$ cat config.mk
export PLATFORM = sky130hd
export DESIGN_NAME = link_integrity_mon
export DESIGN_NICKNAME = d
export VERILOG_FILES = /design/src/rtl/lim_pkg.sv /design/src/rtl/lim_gap_qual.sv /design/src/rtl/lim_loss_timer.sv /design/src/rtl/lim_pulse_count.sv /design/src/rtl/link_integrity_mon.sv
export SDC_FILE = /design/constraint.sdc
export NUM_CORES = 1
export LEC_CHECK = 0
export BUFFER_PORTS_ARGS = -buffer_cell sky130_fd_sc_hd__buf_2
export CORE_MARGIN = 5
export CORE_UTILIZATION = 40
export CTS_CLUSTER_DIAMETER = 40
export DETAILED_ROUTE_END_ITERATION = 16
export MAX_ROUTING_LAYER = met4
export PLACE_DENSITY = 0.59
export SYNTH_ARGS = -nofsm -noshare
export SYNTH_HDL_FRONTEND = slang
export SYNTH_SLANG_ARGS = --single-unit
$ cat constraint.sdc
create_clock -name clk -period 1.81 [get_ports clk]
set_input_delay 0.0905 -clock clk [delete_from_list [all_inputs] [get_ports clk]]
set_output_delay 0.0905 -clock clk [all_outputs]
set_load 0.02 [all_outputs]
$ cat src/rtl/lim_pkg.sv
package lim_pkg;

   typedef enum logic [1:0] {
      LK_FAIL   = 2'b00,
      LK_GOOD   = 2'b01,
      LK_FORCED = 2'b11
   } lk_state_e;

   function automatic logic lk_is_up(input lk_state_e st);
      return st != LK_FAIL;
   endfunction

endpackage

$ cat src/rtl/lim_gap_qual.sv
module lim_gap_qual #(
   parameter int unsigned MIN_GAP = 100_000
) (
   input  logic clk,
   input  logic rst_n,
   input  logic hold_i,
   input  logic pulse_i,
   output logic valid_o
);

   generate
      if (MIN_GAP <= 1) begin : g_no_gap
         assign valid_o = pulse_i && !hold_i;
      end else begin : g_gap
         localparam int unsigned GW  = $clog2(MIN_GAP);
         localparam logic [GW-1:0] SAT = GW'(MIN_GAP - 1);
         logic [GW-1:0] gap_q;

         assign valid_o = pulse_i && !hold_i && (gap_q == SAT);

         always_ff @(posedge clk or negedge rst_n) begin
            if (!rst_n) begin
               gap_q <= SAT;
            end else if (!hold_i) begin
               if (valid_o) begin
                  gap_q <= '0;
               end else if (gap_q != SAT) begin
                  gap_q <= gap_q + 1'b1;
               end
            end
         end
      end
   endgenerate

endmodule

$ cat src/rtl/lim_loss_timer.sv
module lim_loss_timer #(
   parameter int unsigned LOSS_CYCLES = 5_000_000
) (
   input  logic clk,
   input  logic rst_n,
   input  logic run_i,
   input  logic restart_i,
   output logic expire_o
);

   localparam int unsigned TW  = $clog2(LOSS_CYCLES);
   localparam logic [TW-1:0] LAST = TW'(LOSS_CYCLES - 1);

   logic [TW-1:0] cnt_q;

   assign expire_o = run_i && !restart_i && (cnt_q == LAST);

   always_ff @(posedge clk or negedge rst_n) begin
      if (!rst_n) begin
         cnt_q <= '0;
      end else if (restart_i || expire_o) begin
         cnt_q <= '0;
      end else if (run_i) begin
         cnt_q <= cnt_q + 1'b1;
      end
   end

endmodule

$ cat src/rtl/lim_pulse_count.sv
module lim_pulse_count #(
   parameter int unsigned GOOD_PULSES = 2
) (
   input  logic clk,
   input  logic rst_n,
   input  logic clr_i,
   input  logic inc_i,
   output logic reached_o
);

   generate
      if (GOOD_PULSES == 1) begin : g_single
         assign reached_o = inc_i;
      end else begin : g_multi
         localparam int unsigned CW = $clog2(GOOD_PULSES);
         localparam logic [CW-1:0] LAST = CW'(GOOD_PULSES - 1);
         logic [CW-1:0] cnt_q;

         assign reached_o = inc_i && !clr_i && (cnt_q == LAST);

         always_ff @(posedge clk or negedge rst_n) begin
            if (!rst_n) begin
               cnt_q <= '0;
            end else if (clr_i || reached_o) begin
               cnt_q <= '0;
            end else if (inc_i) begin
               cnt_q <= cnt_q + 1'b1;
            end
         end
      end
   endgenerate

endmodule

$ cat src/rtl/link_integrity_mon.sv
module link_integrity_mon
   import lim_pkg::*;
#(
   parameter int unsigned LOSS_CYCLES = 5_000_000,
   parameter int unsigned MIN_GAP     = 100_000,
   parameter int unsigned GOOD_PULSES = 2
) (
   input  logic       clk,
   input  logic       rst_n,
   input  logic       pulse_i,
   input  logic       rx_active_i,
   input  logic       force_good_i,
   input  logic       aux_port_sel_i,
   output logic       link_o,
   output logic [1:0] state_o
);

   generate
      if (LOSS_CYCLES < 2) begin : g_bad_loss
         $error("LOSS_CYCLES must be at least 2");
      end
      if (MIN_GAP < 1 || MIN_GAP >= LOSS_CYCLES) begin : g_bad_gap
         $error("MIN_GAP must be in 1 .. LOSS_CYCLES-1");
      end
      if (GOOD_PULSES < 1) begin : g_bad_cnt
         $error("GOOD_PULSES must be at least 1");
      end
   endgenerate

   lk_state_e st_q, st_d;
   logic      pulse_ok;
   logic      expire;
   logic      restart;
   logic      reached;
   logic      cnt_clr;
   logic      cnt_inc;
   logic      frozen;
   logic      in_fail;

   assign frozen  = aux_port_sel_i;
   assign in_fail = (st_q == LK_FAIL) && !force_good_i;

   lim_gap_qual #(.MIN_GAP(MIN_GAP)) u_gap (
      .clk     (clk),
      .rst_n   (rst_n),
      .hold_i  (frozen),
      .pulse_i (pulse_i),
      .valid_o (pulse_ok)
   );

   // Window restarts on activity, and is held cleared while forced.
   assign restart = force_good_i || (st_q == LK_FORCED) ||
                    (!frozen && (pulse_ok || rx_active_i));

   lim_loss_timer #(.LOSS_CYCLES(LOSS_CYCLES)) u_loss (
      .clk       (clk),
      .rst_n     (rst_n),
      .run_i     (!frozen),
      .restart_i (restart),
      .expire_o  (expire)
   );

   assign cnt_inc = in_fail && pulse_ok;
   assign cnt_clr = !in_fail || expire || (rx_active_i && !frozen);

   lim_pulse_count #(.GOOD_PULSES(GOOD_PULSES)) u_cnt (
      .clk       (clk),
      .rst_n     (rst_n),
      .clr_i     (cnt_clr),
      .inc_i     (cnt_inc),
      .reached_o (reached)
   );

   always_comb begin
      st_d = st_q;
      if (force_good_i) begin
         st_d = LK_FORCED;
      end else begin
         unique case (st_q)
            LK_FORCED: st_d = LK_GOOD;
            LK_GOOD:   if (expire) st_d = LK_FAIL;
            LK_FAIL:   if (!frozen && (rx_active_i || reached)) st_d = LK_GOOD;
            default:   st_d = LK_FAIL;
         endcase
      end
   end

   always_ff @(posedge clk or negedge rst_n) begin
      if (!rst_n) begin
         st_q <= LK_FAIL;
      end else begin
         st_q <= st_d;
      end
   end

   assign state_o = st_q;
   assign link_o  = lk_is_up(st_q);

endmodule

==> results.sh, run 1 <==
export IMPL_drive_gt1_frac=0.291
export IMPL_fin_skew_ns=0.0118
export IMPL_clkSinkCount=43
export IMPL_synth_distinct_cells=44
export IMPL_cp_required_ns=2.01
export IMPL_cpLargestDelayFamily="compound AO/OA/AOI/OAI gates"
export IMPL_globalplace_congestion=0.814
export IMPL_hp_class="in2reg"
export IMPL_dpl_hpwl_um=3290
export IMPL_design_die_area_um2=7470
export IMPL_ant_nets=0
export IMPL_grt_overflow=0
export IMPL_ys_top_cells_by_count="nor2_1, dfrtp_1, nand2_1, xnor2_1, xor2_1"
export IMPL_final_max_slew_viol_count=0
export IMPL_violations="setup timing"
export IMPL_worstPathCellList="ha_4 > and3b_2 > nand2_4 > o41ai_4 > a31oi_1 > o211ai_1"
export IMPL_yosysMostFrequentCell="nor2_1"
export IMPL_diodes=0
export IMPL_syn_to_final_growth_pct=24.8
export IMPL_grt_pass1_wl_um=8230
export IMPL_cts_max_path_buffers=2
export IMPL_dr_pass1_iters=4
export IMPL_status="finished, violations left"
export IMPL_cp_buffers_inverters=0
export IMPL_path_max_fanout=3
export IMPL_yosys_area_top_type_share=0.353
export IMPL_setup_slack_ns=-0.0108
export IMPL_place_inst=328
export IMPL_post_drt_wl_per_cell_um=14.5
export IMPL_synth_area_leaders="dfrtp_1, dfstp_2, xnor2_1"
export IMPL_vdd_drop_max_mv=0.476
export IMPL_p_total_mw=2.22
export IMPL_post_synth_cell_area_avg_um2=10.1
export IMPL_viasPerCell=5.26
export IMPL_finalHoldViolations=0
export IMPL_die_width_um=86.4
export IMPL_clock_latency_ns=0.30
export IMPL_io_pins=9
export IMPL_grt_start_max_net_pins=44
export IMPL_ys_flop_type="dfrtp_1"
export IMPL_rsz0062_at_grt="true"
export IMPL_row_count=27
export IMPL_power_density_nw_per_um2=761
export IMPL_post_route_min_period_ns=1.82
export IMPL_vias=1825
export IMPL_root_buffer="clkbuf_8"
export IMPL_cp_end_kind="register"
export IMPL_coreArea_um2=5610
export IMPL_setup_violations=1
export IMPL_critPathLaunchType="register"
export IMPL_track_usage=0.140
export IMPL_io_buffers=8
export IMPL_worst_slew_pin_slew_ns=0.539
export IMPL_nets=286
export IMPL_cts_tree="built"
export IMPL_syn_area_um2=2340
export IMPL_cpPeakStageDelay_ns=0.58
export IMPL_path_class="reg2reg"
export IMPL_slew_headroom=0.641
export IMPL_remaining_drc_errors=0
export IMPL_grt_pass1_vias=1838
export IMPL_synth_nets=243
export IMPL_drt_wl_total_um=5040
export IMPL_max_clock_freq_mhz=549
export IMPL_critPathArrivalTime_ns=2.02
export IMPL_instances_no_fill=347
export IMPL_synth_edf_count=0
export IMPL_ys_seq_area_frac=0.466
export IMPL_cts_clk_slew_worst_paths_ns=0.08
export IMPL_die_h_um=86.4
export IMPL_ys_warn_count=0
export IMPL_r2r_setup_slack_ns=-0.01
export IMPL_finalCritPeriodShare=1.01
export IMPL_cts_inserted_buffers=5
export IMPL_grt_antenna_before_repair=0
export IMPL_syn_inst=232
export IMPL_setup_tns_final_ns=-0.0108
export IMPL_async_flop_share=1.00
export IMPL_slowest_stage="dfstp_2"
export IMPL_maxCapViolCount=0
export IMPL_p_leak_nw=1.23
export IMPL_initial_core_util=0.417
export IMPL_yosysTopAreaCell="dfrtp_1"
export IMPL_cts_max_level=2
export IMPL_ys_seq_elements=43
export IMPL_first_iter_violations=81
registers in the layout (all words and copies together), names as in the netlist:
register	flops
u_gap.g_gap.gap_q	17
u_cnt.g_multi.cnt_q	1
state_o	2
u_loss.cnt_q	23
per-layer routing:
metal	share of wire	track usage
met5	0	-
met4	0.0034	0.0439
met3	0.024	0.0314
met2	0.50	0.216
met1	0.47	0.182
power by group:
part	internal [mW]	total [mW]	switching, mW
registers	1.06	1.12	0.0611
clock network	0.300	0.617	0.317
logic	0.237	0.482	0.245
cell families after synthesis:
kind of cell | count (synthesis) | share of synthesized area
XOR/XNOR | 32 | 0.120
flip-flops | 43 | 0.466
AND/OR/NAND/NOR | 121 | 0.301
adder cells (fa/ha/maj) | 5 | 0.0268
buffers and inverters | 10 | 0.0177
AO/OA/AOI/OAI | 19 | 0.0594
multiplexers | 2 | 0.00910
area by class of cell:
class	instances	area (µm²)
fillers	508	2690
flip-flops and latches	43	1090
multi-input cells	179	1300
clock buffers	6	82.6
well taps	72	90.1
clock inverters	1	5.00
inverters	7	26.3
repair buffers	39	325
worst reg2reg max path, cell delays in order, from the launching register on:
cell and delay (ns):
dfstp_2 0.58, ha_4 0.14, and3b_2 0.22, nand2_4 0.08, o41ai_4 0.38, a31oi_1 0.10
o211ai_1 0.22
through the flow:
| step | area (µm²) | util | worst slack [ns] | hold slack [ns] |
|---|---|---|---|---|
| after floorplan | 2340 | - | 0.0495 | -0.205 |
| after global placement | 2610 | 0.465 | 0.0458 | 0.196 |
| after detailed placement | 2610 | 0.465 | 0.0320 | 0.203 |
| after CTS | 2720 | 0.485 | 0.0413 | 0.158 |
| after global routing | 2920 | 0.520 | -0.0969 | 0.239 |
| final | 2920 | 0.520 | -0.0108 | 0.215 |
cells in the final DEF (no fill, tap or decap), types with 2 or more instances in the layout:
cell           count
xnor2_1           18
dfstp_2           10
nor2_2             2
o21ai_0            3
and3_1             5
and4b_1            3
a21oi_1            2
and4_2             2
nor2_1            34
ha_1               4
and4_1             4
nand2_1           20
dfrtp_1           32
inv_1              7
buf_4             26
clkbuf_8           6
a31oi_1            3
nor4b_4            2
dlygate4sd3_1      2
nor3_2             4
nand4_1            8
xor2_1            14
nand2b_1           4
a21o_1             2
nand3_1            9
nand3_4            2
nor3_1             6
buf_2              8
or4_4              2
or3_1              2
clkbuf_16          2
timing repair:
item                                    4_1_cts  5_1_grt
pin swaps                                     0        9
cloned                                        0        2
buffers inserted                              0        8
endpoints found under the setup margin        1       30
gates resized for setup                       1       16
hold buffers                                  2        0
hold endpoints to repair                     34        0
final timing paths:
path | depth (start not counted) | startpoint | end
max | 6 | u_gap.g_gap.gap_q[1] | state_o[0]
min | 3 | aux_port_sel_i | u_loss.cnt_q[0]
max reg2reg | 6 | u_gap.g_gap.gap_q[1] | state_o[0]
min reg2reg | 1 | u_gap.g_gap.gap_q[4] | u_gap.g_gap.gap_q[4]
max in group asynchronous | 3 | rst_n | state_o[0]
min in group asynchronous | 3 | rst_n | u_gap.g_gap.gap_q[6]
No activity file was read; power rests on OpenSTA's default activity.
==> run 2: changes to the inputs <==
--- a/config.mk
+++ b/config.mk
@@ -14,4 +14,5 @@
 export PLACE_DENSITY = 0.59
 export SYNTH_ARGS = -nofsm -noshare
 export SYNTH_HDL_FRONTEND = slang
+export SYNTH_HIERARCHICAL = 1
 export SYNTH_SLANG_ARGS = --single-unit
==> results.sh, run 2 <==
export IMPL_status="finished, violations left"
export IMPL_violations="setup timing"
export IMPL_synth_distinct_cells=58
export IMPL_async_flop_share=1.00
export IMPL_synth_xor_area_frac=0.0507
export IMPL_top_register="u_loss/cnt_q"
export IMPL_cts_tree="built"
export IMPL_viasPerCell=5.55
export IMPL_p_leak_nw=1.53
export IMPL_die_width_um=90.5
export IMPL_place_area_um2=3210
export IMPL_internal_power_mw=1.79
export IMPL_ys_warn_count=6
export IMPL_final_cell_mix="buf_4, dfrtp_1, nand4_1"
export IMPL_synth_edf_count=0
export IMPL_post_drt_wl_per_cell_um=15.4
export IMPL_vias=2368
export IMPL_p_total_mw=2.53
export IMPL_ys_flop_type="dfrtp_1"
export IMPL_path_class="reg2reg"
export IMPL_grt_antenna_before_repair=0
export IMPL_dr_pass1_iters=4
export IMPL_met3WireLength_um=190
export IMPL_root_buffer="clkbuf_8"
export IMPL_synth_nets=274
export IMPL_drive_gt1_frac=0.429
export IMPL_row_count=29
export IMPL_critPathArrivalTime_ns=2.81
export IMPL_dpl_hpwl_um=4660
export IMPL_multi_input_area_um2=1570
export IMPL_p_clk_frac=0.266
export IMPL_yosysTopAreaCell="dfrtp_1"
export IMPL_cts_max_path_buffers=2
export IMPL_p_sw_mw=0.738
export IMPL_synth_mux_area_frac=0.0121
export IMPL_fin_skew_ns=0.00516
export IMPL_track_usage=0.159
export IMPL_synth_compound_area_frac=0.160
export IMPL_maxCapViolCount=0
export IMPL_grt_pass1_vias=2286
export IMPL_post_synth_cell_area_avg_um2=9.86
export IMPL_clkSinkCount=43
export IMPL_top_layer_used="met4"
export IMPL_globalplace_congestion=0.801
export IMPL_fillerInstances=556
export IMPL_power_density_nw_per_um2=702
export IMPL_design_die_area_um2=8190
export IMPL_wl_met1_um=3340
export IMPL_post_route_min_period_ns=2.62
export IMPL_remaining_drc_errors=0
export IMPL_grt_overflow=0
export IMPL_synth_area_leaders="dfrtp_1, dfstp_2, nand4_1"
export IMPL_coreArea_um2=6310
export IMPL_ys_seq_area_frac=0.420
export IMPL_pwr_share_seq=0.448
export IMPL_combPwrFrac=0.286
export IMPL_clock_latency_ns=0.29
export IMPL_hp_class="in2reg"
export IMPL_cp_end_kind="register"
export IMPL_syn_inst=263
export IMPL_nets=360
export IMPL_first_iter_violations=174
export IMPL_grt_pass1_wl_um=10600
export IMPL_finalHoldViolations=0
export IMPL_wl_met2_um=2990
export IMPL_die_h_um=90.5
export IMPL_mostFrequentLayoutCell="buf_4"
export IMPL_syn_area_um2=2590
export IMPL_worst_slew_pin_slew_ns=0.733
export IMPL_diodes=0
export IMPL_synth_top_family_by_area="simple AND/OR/NAND/NOR gates"
export IMPL_ys_seq_elements=43
export IMPL_cts_clk_slew_worst_paths_ns=0.08
export IMPL_ys_top_cells_by_count="dfrtp_1, nor2_1, nand4_1, nand2_1, a21oi_1"
export IMPL_yosys_area_top_type_share=0.318
export IMPL_slew_headroom=0.511
export IMPL_grt_start_max_net_pins=32
export IMPL_max_clock_freq_mhz=382
export IMPL_yosys_area_share_simple=0.287
export IMPL_syn_to_final_growth_pct=38.7
export IMPL_cts_max_level=2
export IMPL_largest_reg_flops=23
export IMPL_synth_fa_ha_area_frac=0.0241
export IMPL_initial_core_util=0.411
export IMPL_path_max_fanout=2
export IMPL_rsz0062_at_grt="true"
export IMPL_critPathLaunchType="register"
export IMPL_register_area_um2=1090
export IMPL_cts_inserted_buffers=5
export IMPL_yosysMostFrequentCell="dfrtp_1"
export IMPL_drt_wl_total_um=6590
export IMPL_ant_nets=0
export IMPL_setup_slack_ns=-0.809
export IMPL_io_pins=9
export IMPL_final_max_slew_viol_count=0
export IMPL_finalCritPeriodShare=1.45
export IMPL_final_cell_area_um2=3600
export IMPL_setup_violations=36
export IMPL_vdd_drop_max_mv=0.571
export IMPL_io_buffers=8
export IMPL_cp_required_ns=2.00
export IMPL_swShare=0.292
-- run 2: cell types whose count changed after synthesis, sizes merged, moves of 8 or more --
cell   previous run  this run
nand4             9        18
nand2            21        13
xnor2            18         9
xor2             14         6
o21ai             3        11
a21oi             2        11
nor2             37        23
-- run 2: repair_timing --
action                     4_1_cts  5_1_grt
pin swaps                       15       20
resized for setup               13       51
hold buffers                     1        0
gates cloned                     0        2
setup endpoints to repair       33       42
hold endpoints to repair        19        0
setup buffers                   15        5
-- run 2: routing by layer --
layer  vias up  global-route usage
met5         -                   -
met4         0              0.0447
met3         6              0.0325
met2        30               0.232
met1      1152               0.224
li1       1180                   -
-- run 2: final timing paths --
check                                      start               end  slack, ns  cells past startpoint
setup / recovery           u_gap/g_gap.gap_q[15]        state_o[1]      -0.81                     14
hold / removal                      force_good_i        state_o[1]       0.04                      2
setup reg to reg           u_gap/g_gap.gap_q[15]        state_o[1]      -0.81                     14
hold reg to reg                 u_loss/cnt_q[22]  u_loss/cnt_q[22]       0.57                      2
max in group asynchronous                  rst_n   u_loss/cnt_q[5]       0.83                      3
min in group asynchronous                  rst_n  u_loss/cnt_q[16]       0.38                      2
-- run 2: cell type report --
class | count | area share
flip-flops and latches | 43 | 0.303
repair buffers | 90 | 0.197
inverters | 9 | 0.00939
well taps | 77 | 0.0268
clock buffers | 8 | 0.0278
multi-input cells | 200 | 0.436
-- run 2: critical path, stage by stage, from the launching register on --
cell     delay, ns
dfstp_2       0.53
nor4b_4       0.19
buf_4         0.16
nand4_1       0.15
nor3b_2       0.21
nor2_1        0.06
o21ai_1       0.17
nor3b_1       0.08
nand4_1       0.12
nor2_1        0.07
a211o_2       0.28
nor2_1        0.10
o21ba_2       0.15
o21ai_2       0.07
a21o_1        0.17
-- run 2: power groups by stage --
stage	combinational (mW)	clock, mW	sequential (mW)
after floorplan	0.277	0	1.20
after global placement	0.600	0	1.15
after detailed placement	0.611	0	1.15
after CTS	0.637	0.693	1.13
after global routing	0.780	0.733	1.15
final	0.722	0.673	1.13
-- run 2: through the flow --
stage	utilization	hold slack, ns	TNS, ns	worst slack, ns	instances
2_1_floorplan	-	-0.205	-10.21	-0.824	263
3_3_place_gp	0.508	0.174	-9.28	-0.750	410
3_5_place_dp	0.508	0.185	-10.09	-0.783	410
4_1_cts	0.543	0.0280	-16.35	-0.765	427
5_1_grt	0.570	0.0384	-15.53	-0.928	427
6_report	0.570	0.0371	-12.16	-0.809	427
-- run 2: kinds of logic (layout without fill, tap and decap cells) --
| family | count (synthesis) | in the layout |
|---|---|---|
| buffers and inverters | 20 | 107 |
| xor gates and xnor gates | 15 | 15 |
| AOI/OAI and AO/OA | 54 | 54 |
| DFF | 43 | 43 |
| and+or+nand+nor | 123 | 123 |
| muxes | 3 | 3 |
| adders and majority gates | 5 | 5 |
==> run 3: changes to the inputs <==
--- a/config.mk
+++ b/config.mk
@@ -7,11 +7,11 @@
 export LEC_CHECK = 0
 export BUFFER_PORTS_ARGS = -buffer_cell sky130_fd_sc_hd__buf_2
 export CORE_MARGIN = 5
-export CORE_UTILIZATION = 40
+export CORE_UTILIZATION = 51
 export CTS_CLUSTER_DIAMETER = 40
 export DETAILED_ROUTE_END_ITERATION = 16
 export MAX_ROUTING_LAYER = met4
-export PLACE_DENSITY = 0.59
+export PLACE_DENSITY = 0.71
 export SYNTH_ARGS = -nofsm -noshare
 export SYNTH_HDL_FRONTEND = slang
 export SYNTH_HIERARCHICAL = 1
==> results.sh, run 3 (synthesis gave the netlist of run 2 again) <==
export IMPL_drt_wl_total_um=6950
export IMPL_fin_skew_ns=0.0111
export IMPL_first_iter_violations=166
export IMPL_post_drt_wl_per_cell_um=16.5
export IMPL_io_pins=9
export IMPL_nets=362
export IMPL_remaining_drc_errors=0
export IMPL_vias=2498
export IMPL_hold_path_startpoint="force_good_i"
export IMPL_grt_overflow=0
export IMPL_vdd_drop_max_mv=0.481
export IMPL_grt_antenna_before_repair=0
export IMPL_final_cell_mix="buf_4, dfrtp_1, nand4_1"
export IMPL_max_clock_freq_mhz=374
export IMPL_hp_class="in2reg"
export IMPL_cts_max_path_buffers=2
export IMPL_top_register="u_loss/cnt_q"
export IMPL_die_width_um=81.3
export IMPL_path_class="reg2reg"
export IMPL_cts_clk_slew_worst_paths_ns=0.08
export IMPL_coreArea_um2=5010
export IMPL_slew_headroom=0.627
export IMPL_setup_violations=38
export IMPL_viasPerCell=5.92
export IMPL_largest_reg_flops=23
export IMPL_register_area_um2=1090
export IMPL_r2r_start="u_gap/g_gap.gap_q[1]"
export IMPL_drive_gt1_frac=0.438
export IMPL_path_max_fanout=2
export IMPL_status="finished, violations left"
export IMPL_initial_core_util=0.518
export IMPL_die_h_um=81.3
export IMPL_dp_slack_ns=-0.745
export IMPL_clock_latency_ns=0.29
export IMPL_cts_inserted_buffers=5
export IMPL_cp_end_kind="register"
export IMPL_cts_max_level=2
export IMPL_grt_pass1_wl_um=11400
export IMPL_clkSinkCount=43
export IMPL_design_die_area_um2=6610
export IMPL_violations="setup timing"
export IMPL_finalHoldViolations=0
export IMPL_syn_to_final_growth_pct=38.2
export IMPL_row_count=26
export IMPL_p_leak_nw=1.55
export IMPL_mostFrequentLayoutCell="buf_4"
export IMPL_cts_tree="built"
export IMPL_startpoint="u_gap/g_gap.gap_q[1]"
export IMPL_post_route_min_period_ns=2.67
export IMPL_dr_pass1_iters=4
export IMPL_diodes=0
export IMPL_cp_required_ns=1.99
export IMPL_grt_start_max_net_pins=44
export IMPL_power_density_nw_per_um2=687
export IMPL_maxCapViolCount=0
export IMPL_fillerInstances=370
export IMPL_root_buffer="clkbuf_8"
export IMPL_multi_input_area_um2=1540
export IMPL_utilization=0.716
export IMPL_final_max_slew_viol_count=0
export IMPL_critPathArrivalTime_ns=2.85
export IMPL_io_buffers=8
export IMPL_rsz0062_at_grt="true"
export IMPL_worst_slew_pin_slew_ns=0.559
export IMPL_grt_pass1_vias=2451
export IMPL_globalplace_congestion=0.910
export IMPL_dpl_hpwl_um=4620
export IMPL_critPathLaunchType="register"
export IMPL_finalCritPeriodShare=1.48
export IMPL_setup_slack_ns=-0.863
export IMPL_track_usage=0.224
export IMPL_ant_nets=0
run 3: cell count changes in the layout (fill, tap and decap cells not counted), sizes merged:
cell / previous run / this run
clkbuf: 8 / 9
clkinv: 0 / 1
run 3: area by class of cell:
type,instances,area share
clock inverters,1,0.00140
flip-flops and latches,43,0.304
multi-input cells,200,0.429
inverters,9,0.00942
well taps,70,0.0244
repair buffers,92,0.210
clock buffers,7,0.0213
run 3: repair_timing:
| item | 4_1_cts | 5_1_grt |
|---|---|---|
| gates resized for setup | 9 | 35 |
| cloned | 0 | 2 |
| setup buffers | 5 | 4 |
| pin swaps | 12 | 15 |
| setup endpoints to repair | 37 | 38 |
| hold endpoints to repair | 33 | 0 |
| hold buffers | 1 | 0 |
run 3: critical path, cell delays in order (launching register included):
cell and delay (ns):
dfstp_2 0.57, ha_4 0.13, and4_4 0.20, nand4_1 0.13
nor3b_2 0.24, nor2_1 0.06, o21ai_1 0.18, nor3b_1 0.09
nand4_1 0.13, nor2_1 0.06, a211o_2 0.28, nor2_2 0.10
o21ba_4 0.14, o21ai_2 0.07, a21o_1 0.17
run 3: per-layer routing:
layer,vias up,GRT usage,share of wire
li1,1174,-,-
met1,1251,0.280,0.44
met2,63,0.375,0.50
met3,10,0.0344,0.043
met4,0,0.0676,0.012
met5,-,-,0
run 3: path summary, 6_finish.rpt:
check                                   endpoint  slack (ns)  cells after the start
setup / recovery                      state_o[1]       -0.86                     14
hold / removal                        state_o[1]        0.05                      2
setup reg to reg                      state_o[1]       -0.86                     14
hold reg to reg              u_cnt/g_multi.cnt_q        0.55                      2
max in group asynchronous  u_gap/g_gap.gap_q[15]        1.01                      3
min in group asynchronous       u_loss/cnt_q[11]        0.39                      3
run 3: where the power goes:
part	leakage, nW	switching (mW)	internal (mW)	total [mW]
clock network	0.0422	0.321	0.271	0.593
logic	0.955	0.355	0.373	0.728
registers	0.554	0.0610	1.08	1.14
run 3: per-stage QoR:
stage                     setup TNS, ns  instance area [µm²]  cells  power [mW]  hold WS (ns)
after global placement            -7.65                 3200    402        1.74         0.196
after floorplan                  -10.21                 2620    263        1.48        -0.205
after CTS                        -10.58                 3360    416        2.39        0.0538
final                            -15.11                 3580    422        2.46        0.0522
after global routing             -19.86                 3580    422        2.60        0.0612
after detailed placement          -8.94                 3200    402        1.76         0.200
